`config.mk`:
```
export PLATFORM = sky130hd
export DESIGN_NAME = line_dec8b10b
export DESIGN_NICKNAME = d
export VERILOG_FILES = /design/src/rtl/l8b10b_pkg.sv /design/src/rtl/l8b10b_symbol_map.sv /design/src/rtl/l8b10b_disp_track.sv /design/src/rtl/line_dec8b10b.sv
export SDC_FILE = /design/constraint.sdc
export NUM_CORES = 1
export LEC_CHECK = 0
export ABC_AREA = 0
export BUFFER_PORTS_ARGS = -buffer_cell sky130_fd_sc_hd__buf_2
export CORE_MARGIN = 2
export CORE_UTILIZATION = 43
export DETAILED_ROUTE_END_ITERATION = 10
export PLACE_DENSITY = 0.63
export SLEW_MARGIN = 10
export SYNTH_ARGS = -nofsm -noshare
export SYNTH_HDL_FRONTEND = slang
export SYNTH_SLANG_ARGS = --single-unit
```
`constraint.sdc`:
```
create_clock -name clk -period 2.15 [get_ports clk]
set_clock_uncertainty 0.1 [all_clocks]
set_input_delay 0.215 -clock clk [delete_from_list [all_inputs] [get_ports clk]]
set_output_delay 0.215 -clock clk [all_outputs]
set_load 0.1 [all_outputs]
```
`src/rtl/l8b10b_pkg.sv`:
```
`timescale 1ns/1ps
package l8b10b_pkg;

  localparam int SYM_W  = 10;
  localparam int HEAD_W = 6;
  localparam int TAIL_W = SYM_W - HEAD_W;
  localparam int BYTE_W = 8;

  localparam logic [SYM_W-1:0] IDLE_NEG = 10'b0011111010;
  localparam logic [SYM_W-1:0] IDLE_POS = 10'b1100000101;

  typedef struct packed {
    logic       ok;
    logic [4:0] val;
  } head_dec_t;

  typedef struct packed {
    logic       ok;
    logic [2:0] val;
  } tail_dec_t;

  // 6-bit head (abcdei) to the low five bits, both polarities
  function automatic head_dec_t dec_head(input logic [HEAD_W-1:0] h);
    head_dec_t r;
    r = {1'b1, 5'd0};
    case (h)
      6'b100111, 6'b011000: r.val = 5'd0;
      6'b011101, 6'b100010: r.val = 5'd1;
      6'b101101, 6'b010010: r.val = 5'd2;
      6'b110001:            r.val = 5'd3;
      6'b110101, 6'b001010: r.val = 5'd4;
      6'b101001:            r.val = 5'd5;
      6'b011001:            r.val = 5'd6;
      6'b111000, 6'b000111: r.val = 5'd7;
      6'b111001, 6'b000110: r.val = 5'd8;
      6'b100101:            r.val = 5'd9;
      6'b010101:            r.val = 5'd10;
      6'b110100:            r.val = 5'd11;
      6'b001101:            r.val = 5'd12;
      6'b101100:            r.val = 5'd13;
      6'b011100:            r.val = 5'd14;
      6'b010111, 6'b101000: r.val = 5'd15;
      6'b011011, 6'b100100: r.val = 5'd16;
      6'b100011:            r.val = 5'd17;
      6'b010011:            r.val = 5'd18;
      6'b110010:            r.val = 5'd19;
      6'b001011:            r.val = 5'd20;
      6'b101010:            r.val = 5'd21;
      6'b011010:            r.val = 5'd22;
      6'b111010, 6'b000101: r.val = 5'd23;
      6'b110011, 6'b001100: r.val = 5'd24;
      6'b100110:            r.val = 5'd25;
      6'b010110:            r.val = 5'd26;
      6'b110110, 6'b001001: r.val = 5'd27;
      6'b001110, 6'b001111, 6'b110000: r.val = 5'd28;
      6'b101110, 6'b010001: r.val = 5'd29;
      6'b011110, 6'b100001: r.val = 5'd30;
      6'b101011, 6'b010100: r.val = 5'd31;
      default:              r = {1'b0, 5'd0};
    endcase
    return r;
  endfunction

  // 4-bit tail (fghj) to the high three bits, both polarities and alternates
  function automatic tail_dec_t dec_tail(input logic [TAIL_W-1:0] t);
    tail_dec_t r;
    r = {1'b1, 3'd0};
    case (t)
      4'b0100, 4'b1011:                   r.val = 3'd0;
      4'b1001:                            r.val = 3'd1;
      4'b0101:                            r.val = 3'd2;
      4'b1100, 4'b0011:                   r.val = 3'd3;
      4'b1101, 4'b0010:                   r.val = 3'd4;
      4'b1010:                            r.val = 3'd5;
      4'b0110:                            r.val = 3'd6;
      4'b1110, 4'b0001, 4'b0111, 4'b1000: r.val = 3'd7;
      default:                            r = {1'b0, 3'd0};
    endcase
    return r;
  endfunction

  // tails allowed after a K28 head, written in its negative-start form
  function automatic logic k28_tail_ok(input logic [TAIL_W-1:0] t);
    return (t == 4'b0100) || (t == 4'b1001) || (t == 4'b0101) || (t == 4'b0011) ||
           (t == 4'b0010) || (t == 4'b1010) || (t == 4'b0110) || (t == 4'b1000);
  endfunction

  // run-length rule for the two encodings of y = 7 in data characters
  function automatic logic data_tail_ok(input logic [TAIL_W-1:0] t, input logic [1:0] ei);
    logic ok;
    ok = 1'b1;
    if (t == 4'b0111) ok = (ei == 2'b11);
    if (t == 4'b1000) ok = (ei == 2'b00);
    if (t == 4'b1110) ok = (ei != 2'b11);
    if (t == 4'b0001) ok = (ei != 2'b00);
    return ok;
  endfunction

  // K23.7, K27.7, K29.7, K30.7 in both polarities
  function automatic logic kx7_match(input logic [HEAD_W-1:0] h, input logic [TAIL_W-1:0] t);
    logic neg_head, pos_head;
    neg_head = (h == 6'b111010) || (h == 6'b110110) || (h == 6'b101110) || (h == 6'b011110);
    pos_head = (h == 6'b000101) || (h == 6'b001001) || (h == 6'b010001) || (h == 6'b100001);
    return (neg_head && (t == 4'b1000)) || (pos_head && (t == 4'b0111));
  endfunction

endpackage

```
`src/rtl/l8b10b_symbol_map.sv`:
```
`timescale 1ns/1ps
module l8b10b_symbol_map
  import l8b10b_pkg::*;
(
  input  logic [SYM_W-1:0]  sym_i,
  output logic [BYTE_W-1:0] byte_o,
  output logic              ctrl_o,
  output logic              code_err_o,
  output logic              idle_o
);

  logic [HEAD_W-1:0] head;
  logic [TAIL_W-1:0] tail_raw;
  logic [TAIL_W-1:0] tail_n;
  logic              k28_head;
  logic              kx7_hit;
  head_dec_t         hd;
  tail_dec_t         td;

  assign head     = sym_i[SYM_W-1:TAIL_W];
  assign tail_raw = sym_i[TAIL_W-1:0];
  assign k28_head = (head == 6'b001111) || (head == 6'b110000);
  // the positive K28 forms are full complements; fold them onto the negative form
  assign tail_n   = (head == 6'b110000) ? ~tail_raw : tail_raw;
  assign kx7_hit  = kx7_match(head, tail_raw);
  assign hd       = dec_head(head);
  assign td       = dec_tail(tail_n);
  assign byte_o   = {td.val, hd.val};
  assign idle_o   = (sym_i == IDLE_NEG) || (sym_i == IDLE_POS);

  always_comb begin
    if (k28_head) begin
      ctrl_o     = k28_tail_ok(tail_n);
      code_err_o = ~k28_tail_ok(tail_n);
    end else if (kx7_hit) begin
      ctrl_o     = 1'b1;
      code_err_o = 1'b0;
    end else begin
      ctrl_o     = 1'b0;
      code_err_o = ~(hd.ok && td.ok && data_tail_ok(tail_raw, head[1:0]));
    end
  end

endmodule

```
`src/rtl/l8b10b_disp_track.sv`:
```
`timescale 1ns/1ps
module l8b10b_disp_track
  import l8b10b_pkg::*;
#(
  parameter logic RD_INIT = 1'b0
) (
  input  logic             clk,
  input  logic             rst_n,
  input  logic             step_i,
  input  logic [SYM_W-1:0] sym_i,
  output logic             rd_o,
  output logic             viol_o
);

  logic [HEAD_W-1:0] head;
  logic [TAIL_W-1:0] tail;
  logic [2:0]        n_head;
  logic [2:0]        n_tail;
  logic              rd_q, rd_mid, rd_nxt;
  logic              head_hi, head_lo, tail_hi, tail_lo;
  logic              head_bad, tail_bad;

  assign head   = sym_i[SYM_W-1:TAIL_W];
  assign tail   = sym_i[TAIL_W-1:0];
  assign n_head = 3'($countones(head));
  assign n_tail = 3'($countones(tail));

  always_comb begin
    head_hi  = n_head > 3'd3;
    head_lo  = n_head < 3'd3;
    head_bad = (head_hi & rd_q) | (head_lo & ~rd_q) |
               ((head == 6'b111000) & rd_q) | ((head == 6'b000111) & ~rd_q);
    rd_mid   = head_hi ? 1'b1 : (head_lo ? 1'b0 : rd_q);

    tail_hi  = n_tail > 3'd2;
    tail_lo  = n_tail < 3'd2;
    tail_bad = (tail_hi & rd_mid) | (tail_lo & ~rd_mid) |
               ((tail == 4'b1100) & rd_mid) | ((tail == 4'b0011) & ~rd_mid);
    rd_nxt   = tail_hi ? 1'b1 : (tail_lo ? 1'b0 : rd_mid);
  end

  always_ff @(posedge clk or negedge rst_n) begin
    if (!rst_n)      rd_q <= RD_INIT;
    else if (step_i) rd_q <= rd_nxt;
  end

  assign rd_o   = rd_q;
  assign viol_o = head_bad | tail_bad;

endmodule

```
`src/rtl/line_dec8b10b.sv`:
```
`timescale 1ns/1ps
module line_dec8b10b
  import l8b10b_pkg::*;
#(
  parameter bit   IDLE_DROP_EN = 1'b1,
  parameter logic RD_INIT      = 1'b0
) (
  input  logic              clk,
  input  logic              rst_n,
  input  logic              en_i,
  input  logic [SYM_W-1:0]  din_i,
  input  logic              idle_del_i,
  output logic [BYTE_W-1:0] byte_o,
  output logic              ctrl_o,
  output logic              err_o,
  output logic              rd_o,
  output logic              vld_o
);

  logic [BYTE_W-1:0] map_byte;
  logic              map_ctrl;
  logic              code_err;
  logic              idle_hit;
  logic              disp_viol;
  logic              drop_now;
  logic              accept;
  logic              err_now;

  l8b10b_symbol_map u_map (
    .sym_i      (din_i),
    .byte_o     (map_byte),
    .ctrl_o     (map_ctrl),
    .code_err_o (code_err),
    .idle_o     (idle_hit)
  );

  l8b10b_disp_track #(.RD_INIT(RD_INIT)) u_disp (
    .clk    (clk),
    .rst_n  (rst_n),
    .step_i (en_i),
    .sym_i  (din_i),
    .rd_o   (rd_o),
    .viol_o (disp_viol)
  );

  generate
    if (IDLE_DROP_EN) begin : g_idle_drop
      assign drop_now = idle_del_i & idle_hit;
    end else begin : g_idle_keep
      assign drop_now = 1'b0;
    end
  endgenerate

  assign accept  = en_i & ~drop_now;
  assign err_now = code_err | disp_viol;

  always_ff @(posedge clk or negedge rst_n) begin
    if (!rst_n) begin
      vld_o  <= 1'b0;
      byte_o <= '0;
      ctrl_o <= 1'b0;
      err_o  <= 1'b0;
    end else begin
      vld_o <= accept;
      if (accept) begin
        byte_o <= map_byte;
        ctrl_o <= map_ctrl & ~err_now;
        err_o  <= err_now;
      end
    end
  end

endmodule

```
Yosys cells after proc, flatten, opt, wreduce, memory -nomap -nowiden
Index checks and enable logic that the tools add are counted.
{"block": "word_totals", "ff_bits": 12, "in_bits": 14}
{"block": "classes", "addsub": 8, "n_lt_le_gt_ge": 4, "eq_ne": 72, "n_mux": 19, "n_bitwise": 26, "reduce_logical": 41}
{"operator": "$pmux 5 s31", "count": 1}
{"operator": "$eq 6x6->1 const B", "count": 24}
{"operator": "$eq 6x5->1 const B", "count": 14}
{"operator": "$reduce_or 48->1", "count": 1}
{"operator": "$eq 6x4->1 const B", "count": 7}
{"operator": "$eq 4x4->1 const B", "count": 10}
{"operator": "$reduce_or 2->1", "count": 15}
{"operator": "$pmux 3 s7", "count": 1}
{"operator": "$eq 4x3->1 const B", "count": 5}
{"operator": "$eq 6x3->1 const B", "count": 3}
{"operator": "$logic_or 1x1->1", "count": 16}
{"operator": "$mux 1", "count": 16}
{"operator": "$reduce_or 14->1", "count": 1}
{"operator": "$eq 4x2->1 const B", "count": 3}
{"operator": "$and 1x1->1", "count": 11}
{"operator": "$add 1x1->2", "count": 5}
{"operator": "$eq 10x10->1 const B", "count": 1}
{"operator": "$eq 10x8->1 const B", "count": 1}
{"operator": "$add 3x3->3", "count": 3}
{"operator": "$eq 4x1->1 const B", "count": 2}
{"operator": "$or 1x1->1", "count": 8}
{"operator": "$gt 3x2->1 const B", "count": 2}
{"operator": "$lt 3x2->1 const B", "count": 2}
{"operator": "$not 1->1", "count": 6}
{"operator": "9 further kinds", "count": 12}

Depth between registers and ports, before layout
Gate-level depths: netlist of run 1.
{"block": "depth", "depth_word": 15, "ltp_mapped": 12, "depth_no_buf": 12}

By module
Synthesis of run 1 repeated with hierarchy kept, for this count alone.
{"block": "hier_totals", "hier_cells": 231, "hier_area_um2": 1875.5}
{"module": "l8b10b_symbol_map", "instances": 1, "cells_each": 163, "area_each_um2": 1032.2, "seq_area_each_um2": 0.0}
{"module": "line_dec8b10b", "instances": 1, "cells_each": 26, "area_each_um2": 470.5, "seq_area_each_um2": 275.3}
{"module": "l8b10b_disp_track", "instances": 1, "cells_each": 42, "area_each_um2": 372.9, "seq_area_each_um2": 25.0}

Worst setup path after synthesis of run 1
No wires, ideal clock.
{"block": "synth_path", "path_type": "in2reg", "from": "input port din_i[1]", "to": "register err_o", "arrival_ps": 2424, "slack_ps": -496, "path_stages": 10, "n_path_buf": 1, "path_cell_list": "clkbuf_1 -> inv_1 -> ha_1 -> ha_1 -> fa_1 -> a221o_1 -> mux2i_1 -> o2111ai_1 -> a211oi_2 -> nor2_1"}
{"block": "synth_between", "elab_chain_cells": 13, "elab_cells_between_ends": 65}
{"element": "from (decl)", "line": "line_dec8b10b.sv:11", "rtl": "input logic [SYM_W-1:0] din_i,"}
{"element": "parallel branches: the longest is 13 deep, another holds $add 3x3->3"}
{"element": "to (signal assigned)", "line": "line_dec8b10b.sv:68", "rtl": "err_o <= err_now;"}
{"element": "to (decl)", "line": "line_dec8b10b.sv:15", "rtl": "output logic err_o,"}
Several ways; the timed one is not identified. The select of a mux whose other input is x is not followed.
A chain may end at the register's enable or synchronous reset.

Worst setup path in the final report of run 1
{"block": "layout_path", "from": "input port din_i[9]", "to": "register err_o"}
{"block": "layout_between", "elab_chain_cells": 13, "elab_cells_between_ends": 119}
{"element": "parallel branches: the longest is 13 deep, another holds $add 3x3->3"}
Several ways; the timed one is not identified.

==> results of run 1 <==
==> flip-flops by register name, summed over array words and instances (netlist names) <==
signal and flops:
byte_o 8, ctrl_o 1, err_o 1, u_disp.rd_o 1
vld_o 1
==> metrics by stage <==
step	TNS (ns)	hold slack [ns]	std cells	power (mW)	util (%)
3_3_place_gp	-0.826	-0.00147	349	1.01	60.5
4_1_cts	-0.209	0.135	354	1.25	63.2
5_1_grt	-0.342	0.162	355	1.33	64.8
3_5_place_dp	-0.949	0.00568	349	1.02	60.5
6_report	-0.192	0.137	355	1.26	64.8
2_1_floorplan	-0.169	-0.181	241	0.818	-
==> power groups by stage <==
stage / combinational, mW / sequential (mW) / clock (mW)
2_1_floorplan: 0.298 / 0.520 / 0
3_3_place_gp: 0.724 / 0.281 / 0
3_5_place_dp: 0.735 / 0.282 / 0
4_1_cts: 0.769 / 0.279 / 0.197
5_1_grt: 0.839 / 0.283 / 0.211
6_report: 0.786 / 0.279 / 0.191
==> per-layer routing <==
metal / track usage, % / routed length, microns
met5: 0 / 0
met4: 4.14 / 40
met3: 2.47 / 253
met2: 36.0 / 2610
met1: 30.7 / 2410
==> synth_stat cells (all sizes together), types with 3 or more instances <==
library cell | n | area [sq um]
a211oi | 3 | 32.5
and3 | 6 | 37.5
o21ai | 17 | 85.1
a21oi | 9 | 45.0
nand4 | 4 | 25.0
inv | 16 | 60.1
fa | 3 | 60.1
nand3 | 17 | 85.1
nand2 | 26 | 97.6
a31oi | 6 | 37.5
a22o | 12 | 105
nor2 | 15 | 56.3
a32o | 5 | 50.1
mux2 | 3 | 33.8
o211ai | 4 | 30.0
clkbuf | 16 | 60.1
buf | 6 | 36.3
and2 | 5 | 31.3
dfrtp | 12 | 300
ha | 23 | 288
o22ai | 5 | 31.3
==> worst paths after layout <==
check | start | end | slack (ns) | depth (start not counted)
hold / removal | en_i | u_disp.rd_o | 0.14 | 2
hold reg to reg | byte_o[7] | byte_o[7] | 0.40 | 1
min in group asynchronous | rst_n | ctrl_o | 0.29 | 2
max in group asynchronous | rst_n | byte_o[4] | 1.46 | 2
setup reg to reg | u_disp.rd_o | err_o | 0.53 | 6
setup / recovery | din_i[9] | err_o | -0.11 | 10
==> layout make-up <==
class | instances | area (sq um) | share of cell area, %
tap | 50 | 62.6 | 2.38
sequential | 12 | 300 | 11.4
timing repair buffer | 83 | 606 | 23.0
multi-input combinational | 191 | 1540 | 58.6
clock buffer | 3 | 41.3 | 1.57
inverter | 16 | 77.6 | 2.95
==> repair_timing <==
item	in CTS	in global routing
setup endpoints to repair	2	3
endpoints found under the hold margin	12	0
pin swaps	10	10
hold buffers	1	0
resized for setup	16	12
cloned	0	0
buffers inserted	1	1
==> cell families after synthesis <==
kind of cell               after synthesis
and+or+nand+nor                         83
muxes                                    4
DFF                                     12
buffers and inverters                   38
AOI/OAI and AO/OA                       77
xor gates and xnor gates                 1
adders and majority gates               26
==> flow_summary.toml, run 1 <==
[timing]
maxSlewHeadroom_pct = 67.4
rsz0062_at_grt = "yes"
tightest_slew_ns = 0.492
worst_slack_ns = -0.110
maxSlewViolCount = 0
hold_viol_final = 0
finalCriticalPeriod_ns = 2.26
setup_viol_count_final = 2
fin_crit_sh_pct = 105
timing.fmax_mhz = 442

[drt]
drtAntennaViolNets = 0
viasPerCell = 5.85
drcViolationCount = 0
drt-total-wl_microns = 5310
via_count = 2078
first_pass_iters = 4
wl_per_cell_microns = 15.0
drt_iter0_markers = 141

[final_layout]
drive_above_1_share_pct = 40.0
final_cell_area_sq_um = 2630
final_cell_mix = "60 x buf_4, 26 x nand2_1, 19 x buf_2, 17 x nand3_1, 15 x nor2_1"
fillers = 367
layout_commonest_cell = "buf_4"
syn_to_final_growth_pct = 43.6
n_antenna_cell = 0
fin_nets = 347

[synthesis]
synth_cells = 241
synth_seq_area_share_pct = 16.4
synth_top_family_by_area = "compound AO/OA/AOI/OAI gates"
netlist_area_sq_um = 1830
synthAdderAreaFrac_pct = 19.0
synthArstFlopShare_pct = 100
synth_warnings = 0
synth_cell_type_count = 47
avgSynthCellArea_sq_um = 7.60
synth_seq_cells = 12
synth_compound_area_share_pct = 30.9
synth_edf_count = 0
ys.flop_type = "dfrtp_1"
muxShareOfSynthArea_pct = 2.39
syn-num-nets = 281
synth_simple_gate_area_share_pct = 22.3
synthXorXnorAreaFrac_pct = 0.478

[pwr]
swShare_pct = 47.7
power_density_nw_per_um2 = 478
ir_drop_mv = 0.215
p_leak_nw = 1.22
intPower_uw = 657
clkPwrFrac_pct = 15.2
power.switching_uw = 600
comb_power_share_pct = 62.6
p_seq_share_pct = 22.2

[worst_setup_path]
worstSetupPathType = "in -> reg"
slowest_stage = "fa_1"
critPathMaxFanout = 3
cp_num_buf_inv = 1
cp.required_ns = 2.17
worstSetupStartpointType = "input port"
crit_arrival_ns = 2.28
critPathTopFamily = "adder cells"
crit_path_cell_trace = "buf_4 > ha_4 > fa_1 > ha_4 > nor2b_4 > a21o_1 > mux2i_1 > o2111ai_2 > a211oi_2 > nor2_1"
end_kind = "flip-flop"
max_stage_delay_ns = 0.50
crit_top_cell = "ha_4"

[clocking]
clk_latency_ns = 0.23
h-tree-depth = 1
cts_max_path_buffers = 2
cts_root_buf = "clkbuf_8"
cts-buffers-inserted = 3
clock-sinks = 12
clk_pin_slew_ns = 0.05
cts_tree = "built"

[worst_hold_path]
hold_class = "in -> reg"

[status]
violations = "negative setup slack"
status = "complete, but fails checks"

[floorplanning]
die-height_microns = 69.2
initial_core_util_pct = 45.1
die_w_microns = 69.2
num_rows = 23
dieArea_sq_um = 4790
core_area_sq_um = 4060
io_pins = 26

[place]
pre_cts_ws_ns = -0.427
place_area_sq_um = 2460
io_buffers = 25
gp_congestion = 0.880
dpl.hpwl_microns = 4170

[global_route]
grtUsageTotal_pct = 21.8
overflow = 0
grt_pass1_vias = 1949
grt_start_max_net_pins = 17
grt_pass1_wl_microns = 8900
grt_antenna_before_repair = 0

[job]
maxCapViolations = 0
Power figures use the tool's default switching activity.
==> inputs of run 2 (changes only) <==
- ABC_CLOCK_PERIOD_IN_PS: unset -> 2520
- clock period: 2.15 -> 2.52 ns (I/O delays scaled with it)
==> flow_summary.toml, run 2 (synthesis results as in run 1) <==
[worst_setup_path]
crit_arrival_ns = 2.46
critPathMaxFanout = 3
crit_path_cell_trace = "buf_2 > ha_1 > fa_1 > ha_4 > xor2_2 > or3b_2 > o21ai_2 > o2111ai_2 > a211oi_2 > nor2_1"
end_kind = "flip-flop"
reg2reg_depth = 6
worstSetupPathType = "in -> reg"
rrSetupSlack_ns = 0.80
reg2reg_from = "u_disp.rd_o"
slowest_stage = "fa_1"
max_stage_delay_ns = 0.53
rr_endpoint = "err_o"
critPathTopFamily = "adder cells"
worstSetupStartpointType = "input port"
path_depth = 10
cp_num_buf_inv = 1
cp.required_ns = 2.54

[place]
gp_congestion = 0.863
io_buffers = 25
dpl.hpwl_microns = 3680
place_area_sq_um = 2210
pre_cts_ws_ns = -0.140

[floorplanning]
core_area_sq_um = 4060
initial_core_util_pct = 45.1
die_w_microns = 69.2
die-height_microns = 69.2
io_pins = 26
dieArea_sq_um = 4790
num_rows = 23

[final_layout]
syn_to_final_growth_pct = 26.0
drive_above_1_share_pct = 29.3
final_cell_area_sq_um = 2310
layout_commonest_cell = "buf_4"
fin_nets = 328
fillers = 415
n_antenna_cell = 0
largest-register = "byte_o"
final_cell_mix = "38 x buf_4, 26 x nand2_1, 25 x buf_2, 22 x ha_1, 17 x nand3_1"
regArea_sq_um = 300
largest_reg_flops = 8
multiInputGateArea_sq_um = 1410

[timing]
worst_slack_ns = 0.0807
hold_viol_final = 0
fin_crit_sh_pct = 96.8
tightest_slew_ns = 0.488
maxSlewHeadroom_pct = 67.7
finalCriticalPeriod_ns = 2.44
timing.fmax_mhz = 410
setup_viol_count_final = 0
maxSlewViolCount = 0

[pwr]
p_leak_nw = 1.11
ir_drop_mv = 0.177
power.switching_uw = 495
clkPwrFrac_pct = 19.7
intPower_uw = 550
comb_power_share_pct = 57.5
swShare_pct = 47.4
power_density_nw_per_um2 = 453
p_seq_share_pct = 22.9

[worst_hold_path]
hold_class = "in -> reg"
hold_end = "u_disp.rd_o"
hold_path_startpoint = "en_i"
holdPathStages = 2

[global_route]
grtUsageTotal_pct = 20.0
grt_pass1_vias = 1824
grt_start_max_net_pins = 17
overflow = 0
grt_antenna_before_repair = 0
grt_pass1_wl_microns = 8230

[clocking]
cts_max_path_buffers = 2
clock-sinks = 12
cts-buffers-inserted = 3
h-tree-depth = 1
clk_latency_ns = 0.24
clk_pin_slew_ns = 0.05
cts_setup_buffers = 0
cts_tree = "built"
cts_root_buf = "clkbuf_8"

[drt]
drt_iter0_markers = 173
drt-total-wl_microns = 4770
via_count = 1960
drcViolationCount = 0
first_pass_iters = 5
viasPerCell = 5.82
drtAntennaViolNets = 0
wl_per_cell_microns = 14.2

[status]
status = "completed"

[job]
maxCapViolations = 0
[run 2: changes by cell type in the layout (fill, tap and decap cells not counted), moves of 5 or more]
cell   before  now
buf_4      60   38
ha_1       13   22
ha_4       10    1
inv_1       3   12
buf_2      19   25
inv_2       9    4
[run 2: metal layers]
metal / routed length, microns / up-vias / track usage, % / part of all wire (%)
li1: - / 984 / - / -
met1: 2340 / 896 / 28.6 / 49
met2: 2150 / 75 / 33.3 / 45
met3: 254 / 5 / 1.89 / 5.3
met4: 26 / 0 / 3.27 / 0.55
met5: 0 / - / 0 / 0
[run 2: final cells by class]
class                   count  area share, %
clock buffers               4           2.39
inverters                  16           2.60
multi-input cells         191           61.1
flip-flops and latches     12           13.0
well taps                  50           2.71
repair buffers             64           18.2
[run 2: worst max-delay path by stage]
stage | start | end | slack (ns)
CTS | din_i[8] | err_o | 0.12
floorplan | din_i[1] | err_o | 0.04
detailed placement | din_i[8] | err_o | -0.14
global placement | din_i[8] | err_o | -0.09
finish | din_i[4] | err_o | 0.08
global route | din_i[4] | err_o | -0.0005
[run 2: power by group through the flow]
stage                     clock network (mW)  registers, mW  logic [mW]
after global routing                   0.217          0.241       0.643
after CTS                              0.209          0.238       0.581
final                                  0.206          0.239       0.600
after floorplan                            0          0.444       0.222
after detailed placement                   0          0.241       0.578
after global placement                     0          0.240       0.574
[run 2: worst reg2reg max path, cell delays in order (launching register included)]
cell and delay [ns]:
dfrtp_1 0.43, inv_1 0.07, or3b_2 0.47, o21ai_2 0.08, o2111ai_2 0.17, a211oi_2 0.22
nor2_1 0.06
[run 2: metrics by stage]
stage,total power [mW],hold WS [ns],TNS [ns],instances,utilization [%]
floorplan,0.665,-0.144,0,241,-
global placement,0.815,0.0364,-0.107,332,54.5
detailed placement,0.819,0.0376,-0.188,332,54.5
CTS,1.03,0.189,0,337,56.2
global route,1.10,0.189,-0.000465,337,56.9
finish,1.04,0.196,0,337,56.9
[run 2: what timing repair did]
| action | CTS | global route |
|---|---|---|
| endpoints found under the hold margin | 12 | 0 |
| gates resized for setup | 0 | 8 |
| setup endpoints to repair | 0 | 1 |
| hold buffers | 1 | 0 |
==> inputs of run 3 (changes only) <==
- CELL_PAD_IN_SITES_DETAIL_PLACEMENT: unset -> 1
- CELL_PAD_IN_SITES_GLOBAL_PLACEMENT: unset -> 1
- PLACE_DENSITY: 0.63 -> 0.81
==> flow_summary.toml, run 3 (synthesis results as in run 1) <==
[status]
status = "completed"

[final_layout]
final_cell_mix = "39 x buf_4, 26 x nand2_1, 22 x ha_1, 21 x buf_2, 17 x nand3_1"
layout_commonest_cell = "buf_4"
fin_nets = 326
syn_to_final_growth_pct = 25.6
largest-register = "byte_o"
drive_above_1_share_pct = 29.5
n_antenna_cell = 0
fin_util_pct = 56.6
final_cell_area_sq_um = 2300
largest_reg_flops = 8

[clocking]
clk_latency_ns = 0.24
h-tree-depth = 1
clock-sinks = 12
cts_root_buf = "clkbuf_8"
cts-buffers-inserted = 3
cts_tree = "built"
cts_max_path_buffers = 2
clk_pin_slew_ns = 0.05

[pwr]
p_total_mw = 1.05
intPower_uw = 546
p_leak_nw = 1.10
comb_power_share_pct = 57.6
ir_drop_mv = 0.214
power_density_nw_per_um2 = 457
swShare_pct = 48.0
clkPwrFrac_pct = 19.5
p_seq_share_pct = 22.9
power.switching_uw = 504

[worst_setup_path]
critPathMaxFanout = 3
max_stage_delay_ns = 0.48
worstSetupStartpointType = "input port"
end_kind = "flip-flop"
worstSetupPathType = "in -> reg"
crit_path_cell_trace = "buf_2 > ha_1 > fa_1 > ha_2 > xor2_2 > or3b_2 > o21ai_1 > o2111ai_2 > a211oi_2 > nor2_1"
slowest_stage = "fa_1"
rrSetupSlack_ns = 0.73
cp.required_ns = 2.54
crit_arrival_ns = 2.47

[timing]
finalCriticalPeriod_ns = 2.45
maxSlewViolCount = 0
tightest_slew_ns = 0.530
setup_viol_count_final = 0
hold_viol_final = 0
timing.fmax_mhz = 409
fin_crit_sh_pct = 97.1
hold_ws_ns = 0.215
maxSlewHeadroom_pct = 64.6

[floorplanning]
io_pins = 26
core_area_sq_um = 4060
dieArea_sq_um = 4790
die-height_microns = 69.2
initial_core_util_pct = 45.1
num_rows = 23
die_w_microns = 69.2

[drt]
viasPerCell = 6.13
drcViolationCount = 0
wl_per_cell_microns = 17.5
first_pass_iters = 4
drt_iter0_markers = 105
drt-total-wl_microns = 5850
via_count = 2053
drtAntennaViolNets = 0

[place]
io_buffers = 25
gp_congestion = 0.864
place_area_sq_um = 2210
dpl.hpwl_microns = 4600

[global_route]
overflow = 0
grt_pass1_vias = 1997
grt_antenna_before_repair = 0
grt_start_max_net_pins = 17
grt_pass1_wl_microns = 9890
grtUsageTotal_pct = 24.7

[worst_hold_path]
hold_class = "in -> reg"

[job]
maxCapViolations = 0
==> run 3: cell types whose count changed in the layout (fill, tap and decap cells not counted), sizes merged <==
cell / change
buf: -2
==> run 3: stage by stage <==
step | setup TNS (ns) | worst slack (ns) | cells
detailed placement | -0.326 | -0.169 | 330
global placement | -0.125 | -0.0875 | 330
finish | 0 | 0.0732 | 335
CTS | 0 | 0.0801 | 335
floorplan | 0 | 0.0436 | 241
global route | -0.00269 | -0.00269 | 335
==> run 3: layout make-up <==
type                            instances  area [sq um]
Multi-Input combinational cell        191          1390
Fill cell                             537          1760
Tap cell                               50          62.6
Timing Repair Buffer                   62           428
Sequential cell                        12           300
Clock buffer                            4          55.1
Inverter                               16          60.1
==> run 3: what timing repair did <==
item,in CTS,in global routing
gates resized for setup,0,13
endpoints found under the setup margin,0,1
hold endpoints to repair,12,0
buffers inserted,0,0
hold buffers,1,0
==> run 3: critical path, delay by kind of cell <==
family / cells / cell delay (ns)
XOR/XNOR: 1 / 0.14
adder cells (fa/ha/maj): 3 / 0.91
AO/OA/AOI/OAI: 3 / 0.53
buffers and inverters: 1 / 0.12
AND/OR/NAND/NOR: 2 / 0.51
==> run 3: per-layer routing <==
layer  part of all wire (%)  up-vias  track usage, %
li1                       -      981               -
met3                    4.7        8            2.18
met5                      0        -               0
met2                     50       64            42.8
met4                   0.87        0            4.14
met1                     45     1000            33.8
==> run 3: worst paths after layout <==
kind                       cells past startpoint          end   startpoint
max                                           10        err_o     din_i[8]
min                                            2  u_disp.rd_o         en_i
max reg2reg                                    6        err_o  u_disp.rd_o
min reg2reg                                    1    byte_o[4]    byte_o[4]
max in group asynchronous                      2    byte_o[1]        rst_n
min in group asynchronous                      2    byte_o[7]        rst_n
==> run 3: power groups by stage <==
stage,Clock (mW),Sequential [mW],Combinational (mW)
2_1_floorplan,0,0.444,0.222
3_5_place_dp,0,0.243,0.592
4_1_cts,0.208,0.241,0.594
3_3_place_gp,0,0.240,0.576
6_report,0.205,0.241,0.605
5_1_grt,0.224,0.244,0.645
